--- config.mk ---
export PLATFORM = sky130hd
export DESIGN_NAME = pwm_prescale_timer
export DESIGN_NICKNAME = d
export VERILOG_FILES = /design/src/rtl/pwm_timer_pkg.sv /design/src/rtl/pwm_regs.sv /design/src/rtl/pwm_prescaler.sv /design/src/rtl/pwm_wave.sv /design/src/rtl/pwm_prescale_timer.sv
export SDC_FILE = /design/constraint.sdc
export NUM_CORES = 1
export LEC_CHECK = 0
export BUFFER_PORTS_ARGS = -buffer_cell sky130_fd_sc_hd__buf_2
export CAP_MARGIN = 25
export CORE_ASPECT_RATIO = 1.2
export CORE_MARGIN = 1.5
export CORE_UTILIZATION = 27
export CTS_BUF_LIST = sky130_fd_sc_hd__clkbuf_8 sky130_fd_sc_hd__clkbuf_16
export DETAILED_ROUTE_END_ITERATION = 7
export GPL_ROUTABILITY_DRIVEN = 0
export SLEW_MARGIN = 30
export SYNTH_ARGS = -nofsm -noshare
export SYNTH_HDL_FRONTEND = slang
export SYNTH_SLANG_ARGS = --single-unit
--- constraint.sdc ---
create_clock -name clk -period 4.3 [get_ports clk]
set_clock_uncertainty 0.2 [all_clocks]
set_input_delay 0.215 -clock clk [delete_from_list [all_inputs] [get_ports clk]]
set_output_delay 0.215 -clock clk [all_outputs]
set_load 0.005 [all_outputs]
--- src/rtl/pwm_timer_pkg.sv ---
package pwm_timer_pkg;
    localparam int F_EN       = 0;
    localparam int F_SRC      = 4;
    localparam int F_HOLD     = 11;
    localparam int F_HALF     = 15;
    localparam int F_COARSE   = 16;
    localparam int COARSE_W   = 4;
    localparam int EXP_W      = COARSE_W + 1;
    localparam int PER_LSB    = 16;
    localparam int HIGH_LSB   = 0;

    typedef enum logic [1:0] {
        RF_DIRECT  = 2'd0,
        RF_HOLD    = 2'd1,
        RF_PENDING = 2'd2
    } reg_state_t;

    typedef enum logic [1:0] {
        WV_IDLE = 2'd0,
        WV_HIGH = 2'd1,
        WV_LOW  = 2'd2
    } wave_state_t;
endpackage

--- src/rtl/pwm_regs.sv ---
module pwm_regs
    import pwm_timer_pkg::*;
#(
    parameter int CNT_W   = 10,
    parameter int MAX_EXP = 24,
    parameter int ADDR_W  = 1
) (
    input  logic                clk,
    input  logic                rst_n,
    input  logic                bus_sel,
    input  logic                bus_wr,
    input  logic [ADDR_W-1:0]   bus_addr,
    input  logic [31:0]         bus_wdata,
    output logic [31:0]         bus_rdata,
    input  logic                boundary,
    input  logic                wave_busy,
    output logic                en_q,
    output logic [CNT_W-1:0]    act_per,
    output logic [CNT_W-1:0]    act_high,
    output logic [EXP_W-1:0]    act_exp,
    output logic                hold_on,
    output logic                pending
);
    reg_state_t state, state_d;

    logic [COARSE_W-1:0] sh_coarse, sh_coarse_d, act_coarse;
    logic                sh_half, sh_half_d, act_half;
    logic [CNT_W-1:0]    sh_per, sh_per_d, sh_high, sh_high_d;
    logic                src_q;
    logic                wr_ctrl, wr_cnt, commit_now, load_act;
    logic [EXP_W-1:0]    exp_raw;
    logic                unused_wdata;

    assign unused_wdata = ^bus_wdata;
    assign wr_ctrl = bus_sel && bus_wr && (bus_addr == ADDR_W'(0));
    assign wr_cnt  = bus_sel && bus_wr && (bus_addr == ADDR_W'(1));

    assign commit_now = (state == RF_PENDING) && (boundary || !wave_busy);
    assign load_act   = (state == RF_DIRECT) || commit_now;
    assign hold_on    = (state == RF_HOLD);
    assign pending    = (state == RF_PENDING);

    // next-state process for the update controller
    always_comb begin
        state_d = state;
        unique case (state)
            RF_DIRECT:  if (wr_ctrl && bus_wdata[F_HOLD]) state_d = RF_HOLD;
            RF_HOLD:    if (wr_ctrl && !bus_wdata[F_HOLD]) state_d = RF_PENDING;
            RF_PENDING: begin
                if (wr_ctrl && bus_wdata[F_HOLD]) state_d = RF_HOLD;
                else if (commit_now)              state_d = RF_DIRECT;
            end
            default:    state_d = RF_DIRECT;
        endcase
    end

    always_ff @(posedge clk or negedge rst_n) begin
        if (!rst_n) state <= RF_DIRECT;
        else        state <= state_d;
    end

    // shadow values after this cycle's write
    always_comb begin
        sh_coarse_d = sh_coarse;
        sh_half_d   = sh_half;
        sh_per_d    = sh_per;
        sh_high_d   = sh_high;
        if (wr_ctrl) begin
            sh_coarse_d = bus_wdata[F_COARSE +: COARSE_W];
            sh_half_d   = bus_wdata[F_HALF];
        end
        if (wr_cnt) begin
            sh_per_d  = bus_wdata[PER_LSB  +: CNT_W];
            sh_high_d = bus_wdata[HIGH_LSB +: CNT_W];
        end
    end

    always_ff @(posedge clk or negedge rst_n) begin
        if (!rst_n) begin
            sh_coarse  <= '0;
            sh_half    <= 1'b0;
            sh_per     <= '0;
            sh_high    <= '0;
            en_q       <= 1'b0;
            src_q      <= 1'b0;
            act_coarse <= '0;
            act_half   <= 1'b0;
            act_per    <= '0;
            act_high   <= '0;
        end else begin
            sh_coarse <= sh_coarse_d;
            sh_half   <= sh_half_d;
            sh_per    <= sh_per_d;
            sh_high   <= sh_high_d;
            if (wr_ctrl) begin
                en_q  <= bus_wdata[F_EN];
                src_q <= bus_wdata[F_SRC];
            end
            if (load_act) begin
                act_coarse <= sh_coarse_d;
                act_half   <= sh_half_d;
                act_per    <= sh_per_d;
                act_high   <= sh_high_d;
            end
        end
    end

    // exponent 2*coarse + half, clamped
    assign exp_raw = {act_coarse, act_half};
    always_comb begin
        if (int'(exp_raw) > MAX_EXP) act_exp = EXP_W'(MAX_EXP);
        else                         act_exp = exp_raw;
    end

    always_comb begin
        bus_rdata = '0;
        if (bus_addr == ADDR_W'(0)) begin
            bus_rdata[F_EN]                  = en_q;
            bus_rdata[F_SRC]                 = src_q;
            bus_rdata[F_HOLD]                = hold_on;
            bus_rdata[F_HALF]                = sh_half;
            bus_rdata[F_COARSE +: COARSE_W]  = sh_coarse;
        end else if (bus_addr == ADDR_W'(1)) begin
            bus_rdata[PER_LSB  +: CNT_W]     = sh_per;
            bus_rdata[HIGH_LSB +: CNT_W]     = sh_high;
        end
    end
endmodule

--- src/rtl/pwm_prescaler.sv ---
module pwm_prescaler
    import pwm_timer_pkg::*;
#(
    parameter int MAX_EXP = 24
) (
    input  logic             clk,
    input  logic             rst_n,
    input  logic             run,
    input  logic             restart,
    input  logic [EXP_W-1:0] exp_sel,
    output logic             tick
);
    localparam int PS_W = (MAX_EXP > 0) ? MAX_EXP : 1;

    logic [PS_W-1:0] ps_cnt;
    logic [PS_W-1:0] mask;

    assign mask = ~({PS_W{1'b1}} << exp_sel);
    assign tick = run && ((ps_cnt & mask) == mask);

    always_ff @(posedge clk or negedge rst_n) begin
        if (!rst_n)                ps_cnt <= '0;
        else if (!run || restart)  ps_cnt <= '0;
        else                       ps_cnt <= ps_cnt + PS_W'(1);
    end
endmodule

--- src/rtl/pwm_wave.sv ---
module pwm_wave
    import pwm_timer_pkg::*;
#(
    parameter int CNT_W = 10
) (
    input  logic             clk,
    input  logic             rst_n,
    input  logic             en,
    input  logic [CNT_W-1:0] per,
    input  logic [CNT_W-1:0] high,
    input  logic             tick,
    output logic             run,
    output logic             busy,
    output logic             boundary,
    output logic             pwm_out
);
    wave_state_t       st, st_d;
    logic [CNT_W-1:0]  cnt, cnt_d;
    logic [CNT_W:0]    cnt_inc;

    assign run     = en && (per != '0) && (high != '0);
    assign busy    = (st != WV_IDLE);
    assign cnt_inc = {1'b0, cnt} + (CNT_W+1)'(1);

    always_comb begin
        st_d     = st;
        cnt_d    = cnt;
        boundary = 1'b0;
        if (!run) begin
            st_d  = WV_IDLE;
            cnt_d = '0;
        end else begin
            unique case (st)
                WV_IDLE: begin
                    st_d  = WV_HIGH;
                    cnt_d = '0;
                end
                WV_HIGH, WV_LOW: begin
                    if (tick) begin
                        if (cnt_inc >= {1'b0, per}) begin
                            boundary = 1'b1;
                            cnt_d    = '0;
                            st_d     = WV_HIGH;
                        end else begin
                            cnt_d = cnt_inc[CNT_W-1:0];
                            st_d  = (cnt_inc < {1'b0, high}) ? WV_HIGH : WV_LOW;
                        end
                    end
                end
                default: st_d = WV_IDLE;
            endcase
        end
    end

    always_ff @(posedge clk or negedge rst_n) begin
        if (!rst_n) begin
            st  <= WV_IDLE;
            cnt <= '0;
        end else begin
            st  <= st_d;
            cnt <= cnt_d;
        end
    end

    // output process
    always_comb begin
        pwm_out = (st == WV_HIGH);
    end
endmodule

--- src/rtl/pwm_prescale_timer.sv ---
module pwm_prescale_timer
    import pwm_timer_pkg::*;
#(
    parameter int CNT_W   = 10,
    parameter int MAX_EXP = 24,
    parameter int ADDR_W  = 1
) (
    input  logic              clk,
    input  logic              rst_n,
    input  logic              bus_sel,
    input  logic              bus_wr,
    input  logic [ADDR_W-1:0] bus_addr,
    input  logic [31:0]       bus_wdata,
    output logic [31:0]       bus_rdata,
    output logic              pwm_out
);
    logic             en_q, hold_on, pending;
    logic [CNT_W-1:0] act_per, act_high;
    logic [EXP_W-1:0] act_exp;
    logic             run, busy, boundary, tick;

    pwm_regs #(.CNT_W(CNT_W), .MAX_EXP(MAX_EXP), .ADDR_W(ADDR_W)) u_regs (
        .clk(clk), .rst_n(rst_n),
        .bus_sel(bus_sel), .bus_wr(bus_wr), .bus_addr(bus_addr),
        .bus_wdata(bus_wdata), .bus_rdata(bus_rdata),
        .boundary(boundary), .wave_busy(busy),
        .en_q(en_q), .act_per(act_per), .act_high(act_high),
        .act_exp(act_exp), .hold_on(hold_on), .pending(pending)
    );

    pwm_prescaler #(.MAX_EXP(MAX_EXP)) u_pre (
        .clk(clk), .rst_n(rst_n), .run(busy), .restart(boundary),
        .exp_sel(act_exp), .tick(tick)
    );

    pwm_wave #(.CNT_W(CNT_W)) u_wave (
        .clk(clk), .rst_n(rst_n), .en(en_q), .per(act_per),
        .high(act_high), .tick(tick), .run(run), .busy(busy),
        .boundary(boundary), .pwm_out(pwm_out)
    );
endmodule

==> results of run 1 <==
## registers in the layout (all words and copies together) (netlist names), 2 cells and up
name and flops:
u_pre.ps_cnt 24, u_regs.act_coarse 4, u_regs.act_high 10, u_regs.act_per 10, u_regs.sh_coarse 4, u_regs.sh_high 10
u_regs.sh_per 10, u_regs.state 2, u_wave.cnt 10, u_wave.st 2
## layer usage
layer  GRT usage [%]  up-vias  part of all wire, %  wire length, µm
met5               0        -                    0                0
met4            3.75        0                  1.4              157
met3            2.88       12                  3.3              379
met2            21.5       54                   52             5930
met1            15.1     1832                   44             5000
li1                -     1753                    -                -
## per-stage QoR
stage	utilization, %	setup slack, ns
finish	33.1	0.512
CTS	33.1	0.473
global placement	29.9	0.637
detailed placement	30.0	0.499
global route	33.1	0.154
floorplan	-	1.01
## repair_timing
item	in CTS	in global routing
hold endpoints to repair	67	0
buffers inserted	0	0
hold buffers	23	0
resized for setup	0	0
## final cells by class
type	instances	area (µm²)	area share [%]
Clock buffer	9	225	3.73
Clock inverter	7	121	2.01
Inverter	29	109	1.80
Multi-Input combinational cell	333	2550	42.2
Sequential cell	90	2250	37.3
Tap cell	224	280	4.64
Timing Repair Buffer	74	505	8.36
## cell usage in the layout, fill, tap and decap left out, types with 3 or more instances in the layout
cell / instances
clkbuf_16: 9
xor2_1: 14
a211oi_1: 5
bufinv_16: 3
xnor2_1: 14
nand3_1: 14
conb_1: 10
dfrtp_1: 90
nand2b_1: 5
mux2_4: 20
nand4_1: 4
or4_1: 4
ha_1: 24
a32oi_1: 3
a31oi_1: 5
a21o_1: 4
a21oi_1: 8
buf_2: 48
o21ai_0: 8
inv_1: 29
and4_1: 3
mux2_2: 32
nand3b_1: 3
dlygate4sd3_1: 23
and3_1: 7
inv_6: 3
and2_1: 16
nor4_1: 3
a22o_1: 7
nor2_1: 39
nand2_1: 45
## where the power goes
part           switching (W)  total (W)  internal (W)
Combinational       0.000407   0.000867      0.000460
Sequential          0.000204    0.00123       0.00102
Clock               0.000340   0.000913      0.000573
Total               0.000951    0.00301       0.00206
## path summary, 6_finish.rpt
check                      slack, ns            endpoint           from
setup / recovery                0.51  u_regs.act_high[1]  u_wave.cnt[2]
hold / removal                  0.18    u_regs.sh_per[6]          rst_n
setup reg to reg                0.51  u_regs.act_high[1]  u_wave.cnt[2]
hold reg to reg                 0.28        u_regs.src_q   u_regs.src_q
max in group asynchronous       2.68   u_regs.sh_high[8]          rst_n
min in group clk                0.28        u_regs.src_q   u_regs.src_q
## logic make-up (layout without fill, tap and decap cells)
| kind of cell | Yosys count | after routing |
|---|---|---|
| and+or+nand+nor | 153 | 153 |
| DFF | 90 | 90 |
| AOI/OAI and AO/OA | 65 | 65 |
| buffers and inverters | 55 | 119 |
| muxes | 52 | 52 |
| xor gates and xnor gates | 28 | 28 |
| adders and majority gates | 25 | 25 |
| other | 1 | 10 |
==> results by group, run 1 <==
Status
  – Outcome: finished clean

Synthesis
  – Post-synth ARST share: 100%
  – Most used DFF post-synth: dfrtp_1
  – Synth top area share: 44.7%
  – Area contributors post-synth: dfrtp_1, mux2_2, ha_1
  – Number of flops mapped to enable cells by yosys: 0
  – Yosys Warn Count: 0
  – Simple-Gate Fraction of Synth Area: 15.1%
  – Xor/xnor cell area share of the yosys netlist: 4.86%
  – Register area share after synthesis: 44.7%
  – Commonest cells in the netlist: dfrtp_1, nand2_1, nor2_1
  – Cell with the most instances after synthesis: dfrtp_1
  – Count of unique library cells instantiated by Yosys: 61
  – Post-synth top area cell: dfrtp_1
  – Synth Register Bits: 90
  – Post-synthesis adder-cell area fraction: 6.15%
  – Mapped Area: 5040 µm²
  – Synthesized instance count: approximately 470
  – Largest family of logic cells by synthesized area: simple AND/OR/NAND/NOR gates
  – Post-synthesis average cell area: ~11 µm²
  – Synth Area in Compound Gates: 10.5%
  – Mux contribution to synthesized area: roughly an eighth

Timing
  – Final worst path period need: 3.79 ns
  – Hold Fails Final Rpt: 0
  – Setup violators final: 0
  – Slew headroom: 44.6%
  – Max Freq: between 200 and 300 MHz
  – Slew Limit Fails: 0
  – Worst-Margin Slew: 0.831 ns
  – Final worst-path cycle share: between 80% and 90%
  – Final setup TNS: 0 ns
  – WHS: 0.176 ns
  – Unrepaired setup endpoints after global routing: no

Floorplanning
  – Die Y: between 150 and 200 µm
  – Core Region: 18200 µm²
  – DIE AREA: between 15000 and 20000 µm²
  – Cell row count: between 50 and 60
  – I/O pin cnt: 70
  – Die extent in x: 128 µm
  – Starting Density: between 20% and 30%

Setup path
  – Cell depth of the worst flop-to-flop path: 13
  – Crit start category: flip-flop
  – Crit Path Max Fanout: 23
  – Crit path depth: 13
  – Slowest cell delay on critical path: 0.42 ns
  – Sequence of cells on the critical path: and2_1, nand4_1, nor3_1, xor2_1, ha_1, and4_1, a21oi_1, o31ai_1, a311o_1, a41oi_4, a21oi_4, buf_12, mux2_4
  – CP bufs+invs: 1
  – Kind of critical path: reg2reg
  – CP max stage cell: a311o_1
  – WP data arrival: around 3.8 ns
  – Delay-heaviest family, CP: compound AO/OA/AOI/OAI gates
  – Crit. End Element: flip-flop
  – Worst EP required: around 4.3 ns

Global routing
  – Grt ovf: 0
  – Largest net degree at the start of global routing: 53
  – Overall routing resource usage: 12.4%
  – Number of global-route vias before repair: 3761
  – Initial antenna violation count: 0
  – Global-route wire length before repair: between 15000 and 20000 µm

Drt
  – ANT nets after route: 0
  – Initial drt markers: 143
  – Wire per inst: approximately 15 µm
  – Detailed-route wire length: 11500 µm
  – TritonRoute pass-1 iters: 4
  – DRC Markers: 0
  – Vias: 3651
  – Via-per-instance ratio: 4.77

Power and ir drop
  – Pleak: 2.82 nW
  – Peak VDD IR: 235 µV
  – Pwr Density: 497 nW/µm²
  – Pwr Total: 0.00301 W

Final layout
  – Layout cells sized above 1: approximately 24%
  – Filler cell count: 1866
  – Post-route cell area: a little over 6000 µm²
  – Fin nets: 598
  – # diodes: 0
  – Non-filler cells, final: 766
  – Area growth, synth to finish: 19.9%

Clock tree
  – CTS tree: yes
  – Inserted Clock Buffers: 9
  – Clock Path Buffers: 2
  – Root Driver: clkbuf_16
  – Clock sinks: 90
  – # H-tree levels: 3
  – Worst-Skew Late Latency: between 0.3 and 0.4 ns
  – CTS clock-pin slew for the worst setup and hold paths: 0.07 ns

Worst hold path
  – Worst min path class: in2async

Place
  – Post-Place Cell Area: 5470 µm²
  – Cells after DPL: 727
  – # port buffers: between 40 and 50
  – HPWL Detailed: 8400 µm

Job
  – Maxcap violations: 0
(Power assumes the default switching activity.)
==> inputs of run 2 (changes only) <==
==> constraint.sdc (replaced) <==
create_clock -name clk -period 4.8 [get_ports clk]
set_clock_uncertainty 0.2 [all_clocks]
set_input_delay 0.24 -clock clk [delete_from_list [all_inputs] [get_ports clk]]
set_output_delay 0.24 -clock clk [all_outputs]
set_load 0.005 [all_outputs]
==> run 2 against run 1 <==
  * Total power fell by 14%
  * Design area decreased by 0.89%
  * Wire length fell by 2.9%
  * Count of clock-buffer cells in the layout increased by 2
  * Critical path depth did not move
  * First-iteration DRC count increased by 34%
  * Sequential power fell by 11%
  * Non-clock buffer count unchanged
  * Final cell count unchanged
  * Sequential share of layout area up 0.33 points
  * Global-route usage down 0.25 points
==> results by group, run 2 (synthesized netlist as in run 1, its figures left out) <==
Clock tree
  – Post-CTS Setup Inserts: 0 (unchanged)
  – # H-tree levels: 3 (unchanged)
  – CTS clock-pin slew for the worst setup and hold paths: 0.06 ns (was 0.07 ns)
  – CTS resizes: 0 (unchanged)
  – CTS tree: yes (unchanged)
  – Root Driver: clkbuf_16 (unchanged)
  – Worst-Skew Late Latency: 0.35 ns (was 0.34 ns)
  – Inserted Clock Buffers: 9 (unchanged)
  – Clock sinks: 90 (unchanged)
  – Clock Path Buffers: 2 (unchanged)

Timing
  – Hold Fails Final Rpt: 0 (unchanged)
  – Final setup TNS: 0 ns (unchanged)
  – Slew Limit Fails: 0 (unchanged)
  – Setup WS post-layout: 0.687 ns (was 0.512 ns)
  – Unrepaired setup endpoints after global routing: no (unchanged)
  – Setup violators final: 0 (unchanged)
  – Worst-Margin Slew: 0.858 ns (was 0.831 ns)
  – Max Freq: 243 MHz (was 264 MHz)
  – Final worst-path cycle share: 85.7% (was 88.1%)
  – Slew headroom: 42.8% (was 44.6%)
  – Final worst path period need: 4.11 ns (was 3.79 ns)

Final layout
  – Commonest cells after routing, fill and taps aside: dfrtp_1, buf_2, nand2_1 (unchanged)
  – # diodes: 0 (unchanged)
  – Fin nets: 598 (unchanged)
  – Area growth, synth to finish: 18.8% (was 19.9%)
  – Max reg flops: 24 (unchanged)
  – Top reg by flops: u_pre.ps_cnt (unchanged)
  – Commonest non-fill, non-tap cell in the layout: dfrtp_1 (unchanged)
  – Layout cells sized above 1: 24.0% (was 24.2%)

Setup path
  – WP data arrival: 4.15 ns (was 3.81 ns)
  – Crit Path Max Fanout: 14 (was 23)
  – Reg2Reg Setup Slack: 0.69 ns (was 0.51 ns)
  – Crit. End Element: flip-flop (unchanged)
  – CP max stage cell: a21oi_4 (was a311o_1)
  – Kind of critical path: reg2reg (unchanged)
  – Worst EP required: 4.83 ns (was 4.32 ns)
  – Critical R2R Launch: u_wave.cnt[2] (unchanged)
  – Cell depth of the worst flop-to-flop path: 13 (unchanged)
  – Slowest cell delay on critical path: 0.57 ns (was 0.42 ns)
  – Sequence of cells on the critical path: and2_1, nand4_1, nor3_1, xor2_1, ha_1, and4_1, a21oi_1, o31ai_1, a311o_1, a41oi_4, a21oi_4, buf_4, mux2_2 (was and2_1, nand4_1, nor3_1, xor2_1, ha_1, and4_1, a21oi_1, o31ai_1, a311o_1, a41oi_4, a21oi_4, buf_12, mux2_4)
  – Crit start category: flip-flop (unchanged)
  – Critical R2R Capture: u_regs.act_per[4] (was u_regs.act_high[1])

Drt
  – TritonRoute pass-1 iters: 5 (was 4)
  – ANT nets after route: 0 (unchanged)
  – Initial drt markers: 191 (was 143)
  – Via-per-instance ratio: 4.75 (was 4.77)
  – Vias: 3635 (was 3651)
  – Wire per inst: 14.5 µm (was 15.0 µm)
  – Detailed-route wire length: 11100 µm (was 11500 µm)
  – DRC Markers: 0 (unchanged)

Power and ir drop
  – Internal: 0.00175 W (was 0.00206 W)
  – Sequential Power Share: 42.7% (was 40.8%)
  – Peak VDD IR: 209 µV (was 235 µV)
  – Logic pwr share: 29.3% (was 28.8%)
  – Pwr Density: 430 nW/µm² (was 497 nW/µm²)
  – Switch share: 32.2% (was 31.6%)
  – Total net switching power: 0.000829 W (was 0.000951 W)
  – Pleak: 2.80 nW (was 2.82 nW)
  – Clock network power share: 28.0% (was 30.4%)

Floorplanning
  – Cell row count: 54 (unchanged)
  – Core Region: 18200 µm² (unchanged)
  – I/O pin cnt: 70 (unchanged)
  – Die Y: 153 µm (unchanged)
  – Starting Density: 27.6% (unchanged)
  – DIE AREA: 19500 µm² (unchanged)
  – Die extent in x: 128 µm (unchanged)

Place
  – Pre-CTS setup slack: 0.681 ns (was 0.499 ns)
  – # port buffers: 49 (unchanged)
  – HPWL Detailed: 8140 µm (was 8400 µm)

Global routing
  – Number of global-route vias before repair: 3690 (was 3761)
  – Initial antenna violation count: 0 (unchanged)
  – Overall routing resource usage: 12.1% (was 12.4%)
  – Global-route wire length before repair: 18600 µm (was 19200 µm)
  – Largest net degree at the start of global routing: 61 (was 53)
  – Grt ovf: 0 (unchanged)

Status
  – Outcome: finished clean (unchanged)

Worst hold path
  – Worst min path class: in2async (unchanged)

Job
  – Maxcap violations: 0 (unchanged)
==> run 2: stage by stage <==
step	hold WS, ns	cells	cell area [µm²]	total power [W]	util, %
global route	0.206	766	5990	0.00275	32.8
CTS	0.177	766	5990	0.00261	32.8
global placement	0.00107	727	5450	0.00183	29.9
detailed placement	0.00613	727	5450	0.00185	29.9
finish	0.163	766	5990	0.00258	32.8
floorplan	-0.256	478	5080	0.00167	-
==> run 2: layout make-up <==
| cell class | instances | area, µm² |
|---|---|---|
| repair buffers | 74 | 493 |
| clock inverters | 5 | 52.6 |
| multi-input cells | 333 | 2550 |
| clock buffers | 11 | 253 |
| fillers | 1824 | 12300 |
| inverters | 29 | 109 |
| flip-flops and latches | 90 | 2250 |
| well taps | 224 | 280 |
==> run 2: per-layer routing <==
metal	up-vias	track usage [%]	share of wire, %
met5	-	0	0
met4	0	4.98	2.5
met3	18	3.13	3.6
met2	71	20.3	49
met1	1792	14.8	45
li1	1754	-	-
==> run 2: critical path, delay by kind of cell, from the launching register on <==
kind            cells  cell delay, ns
simple gates        4            0.86
flops               1            0.40
compound gates      5            1.31
mux                 1            0.36
buf+inv             1            0.35
fa+ha+maj           1            0.19
xor+xnor            1            0.30
==> run 2: power by group through the flow <==
stage	logic (W)	clock network [W]	registers [W]
4_1_cts	0.000767	0.000742	0.00110
5_1_grt	0.000850	0.000775	0.00112
3_5_place_dp	0.000748	0	0.00111
3_3_place_gp	0.000729	0	0.00110
6_report	0.000754	0.000723	0.00110
2_1_floorplan	0.000660	0	0.00101
==> run 2: worst max-delay path by stage <==
stage	slack, ns	endpoint	start	depth (start not counted)
6_report	0.69	u_regs.act_per[4]	u_wave.cnt[2]	13
5_1_grt	0.40	u_regs.act_per[4]	u_wave.cnt[2]	13
4_1_cts	0.66	u_regs.act_per[4]	u_wave.cnt[2]	13
3_5_place_dp	0.68	u_regs.act_per[4]	u_wave.cnt[2]	13
3_3_place_gp	0.80	u_regs.act_per[4]	u_wave.cnt[2]	13
2_1_floorplan	1.51	u_regs.act_coarse[0]	u_wave.cnt[2]	13
==> run 2: repair_timing <==
| item | in CTS | in global routing |
|---|---|---|
| endpoints found under the setup margin | 0 | 0 |
| endpoints found under the hold margin | 59 | 0 |
| hold buffers | 23 | 0 |
